[config.mk]
export PLATFORM = sky130hd
export DESIGN_NAME = vec_hi_weave
export DESIGN_NICKNAME = d
export VERILOG_FILES = /design/src/rtl/vec_hi_weave_pkg.sv /design/src/rtl/weave_size_decode.sv /design/src/rtl/weave_lane.sv /design/src/rtl/weave_out_stage.sv /design/src/rtl/vec_hi_weave.sv
export SDC_FILE = /design/constraint.sdc
export NUM_CORES = 1
export LEC_CHECK = 0
export ABC_AREA = 0
export BUFFER_PORTS_ARGS = -buffer_cell sky130_fd_sc_hd__clkbuf_2
export CAP_MARGIN = 20
export CORE_MARGIN = 8
export CORE_UTILIZATION = 33
export CTS_CLUSTER_SIZE = 30
export DETAILED_ROUTE_END_ITERATION = 7
export GPL_TIMING_DRIVEN = 0
export PLACE_DENSITY_LB_ADDON = 0.25
export SLEW_MARGIN = 20
export SYNTH_ARGS = -nofsm -noshare
export SYNTH_HDL_FRONTEND = slang
export SYNTH_SLANG_ARGS = --single-unit
[constraint.sdc]
create_clock -name clk -period 4.1 [get_ports clk]
set_input_delay 0.41 -clock clk [delete_from_list [all_inputs] [get_ports clk]]
set_output_delay 0.41 -clock clk [all_outputs]
set_load 0.05 [all_outputs]
[src/rtl/vec_hi_weave_pkg.sv]
package vec_hi_weave_pkg;

  // element width codes; the numeric value is the log2 of (width / 8)
  typedef enum logic [1:0] {
    ESZ_8  = 2'd0,
    ESZ_16 = 2'd1,
    ESZ_32 = 2'd2,
    ESZ_64 = 2'd3
  } esz_e;

  localparam int NUM_SIZES   = 4;
  localparam int BASE_ELEM_W = 8;

  // opcode bytes recognised in opcode mode
  localparam logic [7:0] OPC_WEAVE_8  = 8'h68;
  localparam logic [7:0] OPC_WEAVE_16 = 8'h69;
  localparam logic [7:0] OPC_WEAVE_32 = 8'h6A;
  localparam logic [7:0] OPC_WEAVE_64 = 8'h6D;

endpackage

[src/rtl/weave_size_decode.sv]
module weave_size_decode
  import vec_hi_weave_pkg::*;
#(
  parameter int OP_W = 8
) (
  input  logic            use_opcode,
  input  logic [1:0]      size_sel,
  input  logic [OP_W-1:0] op_byte,
  output esz_e            esz,
  output logic            legal
);

  esz_e op_esz;
  logic op_known;

  always_comb begin
    op_esz   = ESZ_8;
    op_known = 1'b1;
    case (op_byte)
      OPC_WEAVE_8:  op_esz = ESZ_8;
      OPC_WEAVE_16: op_esz = ESZ_16;
      OPC_WEAVE_32: op_esz = ESZ_32;
      OPC_WEAVE_64: op_esz = ESZ_64;
      default:      op_known = 1'b0;
    endcase
  end

  // direct mode is always legal; opcode mode depends on the byte
  always_comb begin
    if (use_opcode) begin
      esz   = op_esz;
      legal = op_known;
    end else begin
      esz   = esz_e'(size_sel);
      legal = 1'b1;
    end
  end

endmodule

[src/rtl/weave_lane.sv]
module weave_lane #(
  parameter int HALF_W = 64,
  parameter int ELEM_W = 8
) (
  input  logic [HALF_W-1:0]   hi_a,
  input  logic [HALF_W-1:0]   hi_b,
  output logic [2*HALF_W-1:0] woven
);

  localparam int N_ELEM = HALF_W / ELEM_W;

  // pair i: element from hi_a goes low, element from hi_b goes high
  for (genvar i = 0; i < N_ELEM; i++) begin : g_pair
    assign woven[(2*i)*ELEM_W   +: ELEM_W] = hi_a[i*ELEM_W +: ELEM_W];
    assign woven[(2*i+1)*ELEM_W +: ELEM_W] = hi_b[i*ELEM_W +: ELEM_W];
  end

endmodule

[src/rtl/weave_out_stage.sv]
module weave_out_stage #(
  parameter int W = 128
) (
  input  logic         clk,
  input  logic         rst,
  input  logic         in_valid,
  input  logic         legal,
  input  logic [W-1:0] next_result,
  output logic         out_valid,
  output logic [W-1:0] result,
  output logic         illegal
);

  always_ff @(posedge clk) begin
    if (rst) begin
      out_valid <= 1'b0;
      illegal   <= 1'b0;
      result    <= '0;
    end else begin
      out_valid <= in_valid;
      illegal   <= in_valid & ~legal;
      if (in_valid) begin
        result <= next_result;
      end
    end
  end

endmodule

[src/rtl/vec_hi_weave.sv]
module vec_hi_weave
  import vec_hi_weave_pkg::*;
#(
  parameter int DATA_W = 128,
  parameter int OP_W   = 8
) (
  input  logic              clk,
  input  logic              rst,
  input  logic              in_valid,
  input  logic              use_opcode,
  input  logic [1:0]        size_sel,
  input  logic [OP_W-1:0]   op_byte,
  input  logic [DATA_W-1:0] src_a,
  input  logic [DATA_W-1:0] src_b,
  output logic              out_valid,
  output logic [DATA_W-1:0] result,
  output logic              illegal
);

  localparam int HALF_W = DATA_W / 2;

  esz_e              esz;
  logic              legal;
  logic [DATA_W-1:0] cand [NUM_SIZES];
  logic [DATA_W-1:0] next_result;

  weave_size_decode #(.OP_W(OP_W)) u_dec (
    .use_opcode (use_opcode),
    .size_sel   (size_sel),
    .op_byte    (op_byte),
    .esz        (esz),
    .legal      (legal)
  );

  // one fixed wiring network per element width
  for (genvar g = 0; g < NUM_SIZES; g++) begin : g_width
    weave_lane #(
      .HALF_W (HALF_W),
      .ELEM_W (BASE_ELEM_W << g)
    ) u_lane (
      .hi_a  (src_a[DATA_W-1:HALF_W]),
      .hi_b  (src_b[DATA_W-1:HALF_W]),
      .woven (cand[g])
    );
  end

  always_comb begin
    next_result = legal ? cand[esz] : '0;
  end

  weave_out_stage #(.W(DATA_W)) u_out (
    .clk         (clk),
    .rst         (rst),
    .in_valid    (in_valid),
    .legal       (legal),
    .next_result (next_result),
    .out_valid   (out_valid),
    .result      (result),
    .illegal     (illegal)
  );

endmodule

# Yosys cells after proc, flatten, opt, wreduce, memory -nomap -nowiden
# Index checks and enable logic that the tools add are counted.
# Widths: inputs -> output; s select.
[word_totals]
register_bits = 130
in_bits = 270
out_inout_bits = 130
elab_cells = 20
[op_classes]
order_cmp = 1
n_eq_ne = 4
n_mux = 8
bitwise_logic = 3
n_reduce_logical = 1
[op_table]
columns = ["cell", "n"]
rows = [
  ["$mux 128", 3],
  ["$bmux 128 s2", 1],
  ["$eq 8x7->1 const B", 4],
  ["$pmux 2 s3", 1],
  ["$reduce_or 4->1", 1],
  ["$ge 3x3->1 const B", 1],
  ["$not 2->3", 1],
  ["$mux 1", 2],
  ["$mux 2", 1],
  ["$and 1x1->1", 1],
  ["$not 1->1", 1],
]

# Depth between registers and ports, before layout
# Gate-level depths: netlist of run 1.
[depth]
ltp_word = 8
ltp_mapped = 8
depth_no_buf = 5

# Cells and area by module
# From an unflattened synthesis of run 1, not the netlist that was laid out.
[hier_totals]
cells_unflattened = 1386
hier_area_um2 = 12598.3
[modules_own_cells]
columns = ["module", "n_inst", "cells_each", "area_each_um2", "seq_area_each_um2"]
rows = [
  ["weave_out_stage", 1, 417, 4695.8, 2602.5],
  ["vec_hi_weave", 1, 443, 3966.3, 0.0],
  ["weave_lane", 4, 128, 960.9, 0.0],
  ["weave_size_decode", 1, 14, 92.6, 0.0],
]

# Worst setup path before layout of run 1
# Ideal clock, no wire load.
[synth_timing]
path_type = "input to register"
start = "input port op_byte[2]"
end = "register u_out.result[45]"
setup_time_ns = 0.128
arrival_ns = 1.984
t_required_ns = 3.972
path_slack_ns = 1.988
path_stages = 7
path_buffers = 2
path_cell_list = "or3b_1 > a2111o_1 > buf_2 > nand3_1 > buf_2 > o221ai_1 > nor2b_1"
[synth_via]
elab_chain_cells = 8
elab_cells_between_ends = 14
cone_classes = "eq/ne (4); mux (8); bitwise (1); reduce/logical (1)"
[synth_rtl]
columns = ["element", "line_no", "source"]
rows = [
  ["start, declared", "vec_hi_weave.sv:12", "input logic [OP_W-1:0] op_byte,"],
  ["$eq 8x7->1", "weave_size_decode.sv:19", "case (op_byte)"],
  ["$pmux 2 s3", "weave_size_decode.sv:19", ""],
  ["$mux 2", "weave_size_decode.sv:30", "if (use_opcode) begin"],
  ["$not 2->3 (implied by the code)", "vec_hi_weave.sv:48", "next_result = legal ? cand[esz] : '0;"],
  ["$bmux 128 s2", "vec_hi_weave.sv:48", ""],
  ["$mux 128 (implied by the code) (2 in a row)", "vec_hi_weave.sv:48", ""],
  ["$mux 128 *", "vec_hi_weave.sv:48", ""],
  ["end signal, assigned", "weave_out_stage.sv:23", "result <= next_result;"],
  ["end, declared", "weave_out_stage.sv:10", "output logic [W-1:0] result,"],
]
# Every way passes the cells marked *; elsewhere a longest branch is shown, timed or not. The select of a mux whose other input is x is not followed.
# A chain may end at the register's enable or synchronous reset.

# Worst setup path in the final report of run 1
[layout_timing]
start = "input port op_byte[7]"
end = "register u_out.result[58]"
# The elaborated chain is that of the path after synthesis.

==> summary.md, run 1 <==
| Metric | Value |
|---|---|
| Outcome | complete, no violations |
| Hold WC Path Type | primary input to register |
| Final Slew Violations | 0 |
| Power per cell area | 422 mW/mm^2 |
| DRT Wirelength | 25,600 um |
| Synth Area in Simple Gates | 0.122 |
| Final Critical Period | 2.48 ns |
| Final instance area | 0.00853 sq mm |
| Adder-Cell Fraction of Synth Area | 0 |
| Mux share of post-synthesis cell area | 0.211 |
| Drt first pass iters | 5 |
| Synth area leaders | dfxtp_1, mux2i_1, mux2_2 |
| Worst Tran Pin Value | 1.08 ns |
| Endpoints failing setup | 0 |
| Area Overhead vs Synth | 34.9% |
| Die Area | 0.0238 sq mm |
| Pin count of the biggest net entering global routing | 17 |
| Seq cells post-synth | 130 |
| Reg2Reg Depth | 3 |
| Cell taking the most area after synthesis | dfxtp_1 |
| Clk_skew | 0 ns |
| Top-level port count | 400 |
| VDD IR-drop max | 0.000304 V |
| Skew-Pair Late Insertion Delay | 0.42 ns |
| Post-cts repair resize count | 0 |
| First-pass GRT wire length | 38,300 um |
| Max cap viols | 0 |
| H-Tree Depth | 4 |
| Largest family of logic cells by synthesized area | compound AO/OA/AOI/OAI gates |
| Die Wd | 154 um |
| Sink Count | 130 |
| Worst Hold End | u_out.result[0]$_SDFFE_PP0P_ |
| Routed vias/inst | 5.32 |
| Worst Setup Start Kind | primary input |
| Clock transition at path regs | 0.07 ns |
| Reg2reg start | u_out.result[44]$_SDFFE_PP0P_ |
| Buffers plus inverters on the worst setup path | 2 |
| Distinct cells, synth | 39 |
| Number of global-route vias before repair | 6,631 |
| Post-CTS Setup Inserts | 0 |
| CP max-delay cell | o41ai_2 |
| Max FO, Critical Path | 10 |
| Yosys top cell area share | 0.412 |
| GRT Resource Usage Total | 0.209 |
| Cell depth of the worst hold path | 3 |
| Compound-Gate Fraction of Synth Area | 0.213 |
| Syn Inst Count | 703 |
| Setup TNS | 0 ns |
| ANT cells | 0 |
| Total power | 3.60 mW |
| Synthesized area per cell | 8.99 sq um |
| Drt first-iter violations | 370 |
| Slew HR | 0.269 |
| # port buffers | 268 |
| Routed len/inst | 20.7 um |
| Syn nets | 973 |
| GPL Wtd Cong | 0.934 |
| Synthesized area | 0.00632 sq mm |
| WP data required | 4.39 ns |
| Height of the die | 154 um |
| CTS tree | done |
| Share of cells above drive strength 1 | 0.353 |
| Fraction of synthesized cell area in xor and xnor cells | 0.00277 |
| Reg2reg setup slack | 3.30 ns |
| Crit path largest cell delay | 1.02 ns |
| Core area | 0.0188 sq mm |
| Root buf cell | clkbuf_16 |
| CTS buffer count | 17 |
| Top Family by Delay on Critical Path | compound AO/OA/AOI/OAI gates |
| Seq/Total Area, Yosys | 0.412 |
| Tcrit/Tclk final | 0.606 |
| Final #Nets | 1,260 |
| Clk buf depth | 2 |
| Worst EP arrival | 2.78 ns |
| Final hold violations | 0 |
| DRC | 0 |
| Initial antenna violation count | 0 |
| Yosys warns | 0 |
| FF-to-FF End | u_out.result[44]$_SDFFE_PP0P_ |
| Via count | 6,585 |
| Area post-placement | 0.00796 sq mm |
| Worst Setup Path Type | primary input to register |
| Total global routing overflow | 0 |
| P_leak | 3.99 nW |
| DRT antenna net count | 0 |
| Std-Cell Rows | 50 |
| Worst Slack Setup Final | 1.62 ns |
| Worst setup EP type | register |
| Pre-CTS setup slack | 1.08 ns |
| Max Freq | 403 MHz |
| Initial Utilization | 0.337 |
| Unrepaired setup endpoints after global routing | no |
| Cell chain of the critical path | clkbuf_2 > nand4b_2 > o41ai_2 > buf_2 > mux2i_1 > o21ai_0 |
| Hold buffers post-CTS | 0 |
| Hold Startpoint | src_a[64] |
| DP Wirelength | 20,100 um |
-- flip-flops by register name, indices dropped and copies added (netlist names) --
signal and count:
u_out.illegal 1, u_out.out_valid 1, u_out.result 128
-- cell families (layout without fill, tap and decap cells) --
group                  after synthesis  in the layout
AO/OA/AOI/OAI                      204            204
AND/OR/NAND/NOR                    177            177
flip-flops                         130            130
buffers and inverters               61            361
multiplexers                       129            129
XOR/XNOR                             2              2
-- worst max path at each step --
stage / from / end / slack (ns) / depth (start not counted)
6_report: op_byte[7] / u_out.result[58]$_SDFFE_PP0P_ / 1.62 / 6
5_1_grt: op_byte[7] / u_out.result[49]$_SDFFE_PP0P_ / 1.49 / 6
4_1_cts: op_byte[7] / u_out.result[58]$_SDFFE_PP0P_ / 1.54 / 6
3_5_place_dp: op_byte[7] / u_out.result[58]$_SDFFE_PP0P_ / 1.08 / 6
3_3_place_gp: op_byte[7] / u_out.result[58]$_SDFFE_PP0P_ / 1.13 / 6
2_1_floorplan: op_byte[2] / u_out.result[45]$_SDFFE_PP0P_ / 1.99 / 7
-- through the flow --
| stage | instances | hold WS, ns | util |
|---|---|---|---|
| 2_1_floorplan | 703 | 0.554 | - |
| 3_3_place_gp | 1205 | 0.434 | 0.424 |
| 3_5_place_dp | 1205 | 0.443 | 0.424 |
| 4_1_cts | 1237 | 0.204 | 0.454 |
| 5_1_grt | 1237 | 0.232 | 0.454 |
| 6_report | 1237 | 0.216 | 0.454 |
-- placed cells by master (no fill, tap or decap), drive strengths merged, types with 11 or more instances in the layout --
master  Yosys  routed
mux2i      96      96
dfxtp     130     130
mux2       33      33
nand3      17      17
a21oi      33      33
buf        14      14
a211o      16      16
nor2       35      35
a211oi     17      17
inv         3      11
a22oi      32      32
nand2      99      99
nor2b      17      17
o221ai     16      16
clkbuf     44     329
o21ai      82      82
-- power by group --
| group | switching (mW) | internal [mW] | leakage (nW) |
|---|---|---|---|
| clock | 0.653 | 0.850 | 0.272 |
| sequential | 0.0340 | 1.33 | 1.06 |
| combinational | 0.506 | 0.230 | 2.66 |
-- metal layers --
| metal | global-route usage | vias up | routed length, um |
|---|---|---|---|
| li1 | - | 3130 | - |
| met1 | 0.252 | 3046 | 10600 |
| met2 | 0.329 | 336 | 11400 |
| met3 | 0.0699 | 73 | 2560 |
| met4 | 0.101 | 0 | 992 |
| met5 | 0 | - | 0 |
-- cell usage after synthesis --
library cell,count
clkbuf_1,44
nand3b_1,1
inv_2,1
mux2_2,33
o21ai_0,66
or3_1,1
nor2_2,1
o41a_1,1
nand4bb_1,1
nor3_1,1
o31ai_1,1
mux2i_1,96
buf_2,12
o21a_1,1
o221ai_1,16
nand2_1,99
a211o_1,16
a22oi_1,32
nor2b_1,17
a21oi_1,32
o21ai_2,1
a211oi_1,17
nor2_1,34
a2111o_1,1
o41ai_4,1
or3b_1,1
dfxtp_1,130
a2111oi_4,1
a21oi_2,1
xnor2_1,2
o21ai_1,15
buf_6,1
o21bai_1,1
nand3_1,17
nand2b_1,3
buf_1,1
o41ai_2,1
nand4b_2,1
inv_1,2
-- area by class of cell --
| cell class | count | area (sq um) |
|---|---|---|
| buffer | 58 | 240 |
| sequential | 130 | 2600 |
| inverter | 3 | 11.3 |
| timing repair buffer | 268 | 1340 |
| multi-input combinational | 512 | 3470 |
| tap | 234 | 293 |
| fill | 1914 | 10200 |
| clock buffer | 17 | 425 |
| clock inverter | 15 | 145 |
-- worst reg2reg max path: cells and delay by family (launching register included) --
kind,cells,cell delay (ns)
flops,1,0.33
compound gates,1,0.11
simple gates,2,0.22
Note: power is estimated with default switching activity, not from simulation.
==> run 2: changes to the inputs <==
==> constraint.sdc (replaced) <==
create_clock -name clk -period 2.2 [get_ports clk]
set_input_delay 0.22 -clock clk [delete_from_list [all_inputs] [get_ports clk]]
set_output_delay 0.22 -clock clk [all_outputs]
set_load 0.05 [all_outputs]
==> summary.md, run 2 (synthesis results as in run 1) <==
| Metric | Value |
|---|---|
| Routed vias/inst | 5.32 (-0.14%) |
| Flop pwr share | 0.377 (about the same) |
| Worst Setup Path Type | primary input to register |
| Root buf cell | clkbuf_16 |
| Largest registers | u_out.result (128), u_out.illegal (1), u_out.out_valid (1) |
| Crit path largest cell delay | 0.57 ns (-0.45 ns) |
| Final #Nets | 1,261 (+0.079%) |
| Worst EP arrival | 2.35 ns (-0.43 ns) |
| Slew HR | 0.383 (+0.113) |
| DRC | 0 (unchanged) |
| Std-Cell Rows | 50 (unchanged) |
| Seq. cell area | 0.00260 sq mm (unchanged) |
| Worst setup EP type | register |
| Clock transition at path regs | 0.06 ns (about the same) |
| Core area | 0.0188 sq mm (unchanged) |
| Max cap viols | 0 (unchanged) |
| Pre-CTS setup slack | -0.632 ns (-1.71 ns) |
| WP data required | 2.49 ns (-1.90 ns) |
| Fill cells | 1,913 (-0.052%) |
| Height of the die | 154 um (unchanged) |
| Sw Pwr | 2.23 mW (+87%) |
| Final Critical Period | 2.06 ns |
| Int Pwr | 4.48 mW (+86%) |
| Drt first pass iters | 6 (+1) |
| Share of cells above drive strength 1 | 0.355 (+0.00164) |
| Pin count of the biggest net entering global routing | 17 (unchanged) |
| Unrepaired setup endpoints after global routing | no |
| P_leak | 4.01 nW (+0.46%) |
| Sw frac | 0.332 (about the same) |
| H-Tree Depth | 4 (unchanged) |
| Outcome | complete, no violations |
| DRT antenna net count | 0 (unchanged) |
| DP Wirelength | 20,100 um (unchanged) |
| First-pass GRT wire length | 38,300 um (+0.18%) |
| Final Slew Violations | 0 (unchanged) |
| Top-level port count | 400 (unchanged) |
| DRT Wirelength | 25,700 um (about the same) |
| Via count | 6,581 (-0.061%) |
| Hold WC Path Type | primary input to register |
| GPL Wtd Cong | 0.934 (unchanged) |
| Clk_skew | 0 ns (unchanged) |
| Skew-Pair Late Insertion Delay | 0.42 ns (about the same) |
| Area Overhead vs Synth | 35.3% |
| Hold Slack | 0.0254 ns (-0.191 ns) |
| ANT cells | 0 (unchanged) |
| Hold buffers post-CTS | 0 (unchanged) |
| CTS tree | done |
| Final core occ | 0.456 (+0.00127) |
| Endpoints failing setup | 0 (unchanged) |
| Sink Count | 130 (unchanged) |
| Worst Tran Pin Value | 0.926 ns (-0.158 ns) |
| Biggest register | u_out.result |
| Number of global-route vias before repair | 6,650 (+0.29%) |
| Worst Setup Start Kind | primary input |
| Multi-input gate area | 0.00348 sq mm (+0.47%) |
| Cell chain of the critical path | clkbuf_2 > nand4b_2 > o21a_1 > buf_2 > buf_1 > mux2_2 > mux2i_1 > o21ai_0 |
| Routed len/inst | 20.7 um (about the same) |
| # port buffers | 268 (unchanged) |
| Die Wd | 154 um (unchanged) |
| Clk buf depth | 2 (unchanged) |
| VDD IR-drop max | 0.000564 V (+86%) |
| Worst Slack Setup Final | 0.136 ns (-1.48 ns) |
| Die Area | 0.0238 sq mm (unchanged) |
| Most frequent cells in the layout | clkbuf_2, dfxtp_1, nand2_1 |
| Power per cell area | 785 mW/mm^2 (+86%) |
| CTS buffer count | 17 (unchanged) |
| GRT Resource Usage Total | 0.209 (+0.000355) |
| Clk pwr share | 0.418 (about the same) |
| CP max-delay cell | buf_1 |
| Final hold violations | 0 (unchanged) |
| Max reg flops | 128 (unchanged) |
| Tcrit/Tclk final | 0.938 |
| Combinational share of power | 0.205 (about the same) |
| Most common cell after layout, fill and taps aside | clkbuf_2 |
| Total global routing overflow | 0 (unchanged) |
| Initial antenna violation count | 0 (unchanged) |
| Max Freq | 485 MHz |
| Initial Utilization | 0.337 (unchanged) |
| Max FO, Critical Path | 10 (unchanged) |
| Drt first-iter violations | 378 (+2.2%) |
## run 2: cell types whose count changed in the layout (fill, tap and decap cells not counted), sizes merged
cell    previous run  this run
buf               14        16
clkbuf           329       328
## run 2: path summary, 6_finish.rpt
check	start	end	slack (ns)	depth (start not counted)
worst min-delay path	src_a[64]	u_out.result[0]$_SDFFE_PP0P_	0.03	3
worst min register to register	u_out.result[36]$_SDFFE_PP0P_	u_out.result[36]$_SDFFE_PP0P_	0.45	2
worst max register to register	u_out.result[83]$_SDFFE_PP0P_	u_out.result[83]$_SDFFE_PP0P_	1.39	3
worst max-delay path	op_byte[7]	u_out.result[109]$_SDFFE_PP0P_	0.14	8
## run 2: what timing repair did
action / CTS / global route
pin swaps: 0 / 0
resized for setup: 1 / 2
endpoints found under the setup margin: 30 / 76
setup buffers: 0 / 1
## run 2: layout make-up
| type | instances | area share |
|---|---|---|
| buffer | 58 | 0.0281 |
| clock buffer | 17 | 0.0498 |
| clock inverter | 15 | 0.0170 |
| inverter | 3 | 0.00132 |
| multi-input combinational | 512 | 0.407 |
| sequential | 130 | 0.304 |
| tap | 234 | 0.0342 |
| timing repair buffer | 269 | 0.158 |
## run 2: worst max-delay path, delay by kind of cell
kind                   cells  cell delay [ns]
buffers and inverters      3             0.91
muxes                      2             0.64
AOI/OAI and AO/OA          2             0.29
and+or+nand+nor            1             0.28
## run 2: stage by stage
step,total power [mW],instance area [sq um],setup TNS [ns],instances
2_1_floorplan,3.47,6320,0,703
3_3_place_gp,3.95,7960,-33.21,1205
3_5_place_dp,3.95,7960,-34.87,1205
4_1_cts,6.75,8540,0,1237
5_1_grt,6.94,8550,0,1238
6_report,6.71,8550,0,1238
## run 2: layer usage
| layer | GRT usage | wire (um) |
|---|---|---|
| met1 | 0.252 | 10600 |
| met2 | 0.330 | 11500 |
| met3 | 0.0699 | 2620 |
| met4 | 0.101 | 923 |
| met5 | 0 | 0 |
## run 2: power groups by stage
stage,combinational (mW),clock [mW],sequential [mW]
floorplan,0.495,0,2.97
global placement,1.37,0,2.58
detailed placement,1.37,0,2.58
CTS,1.38,2.84,2.53
global route,1.46,2.93,2.55
finish,1.38,2.80,2.53
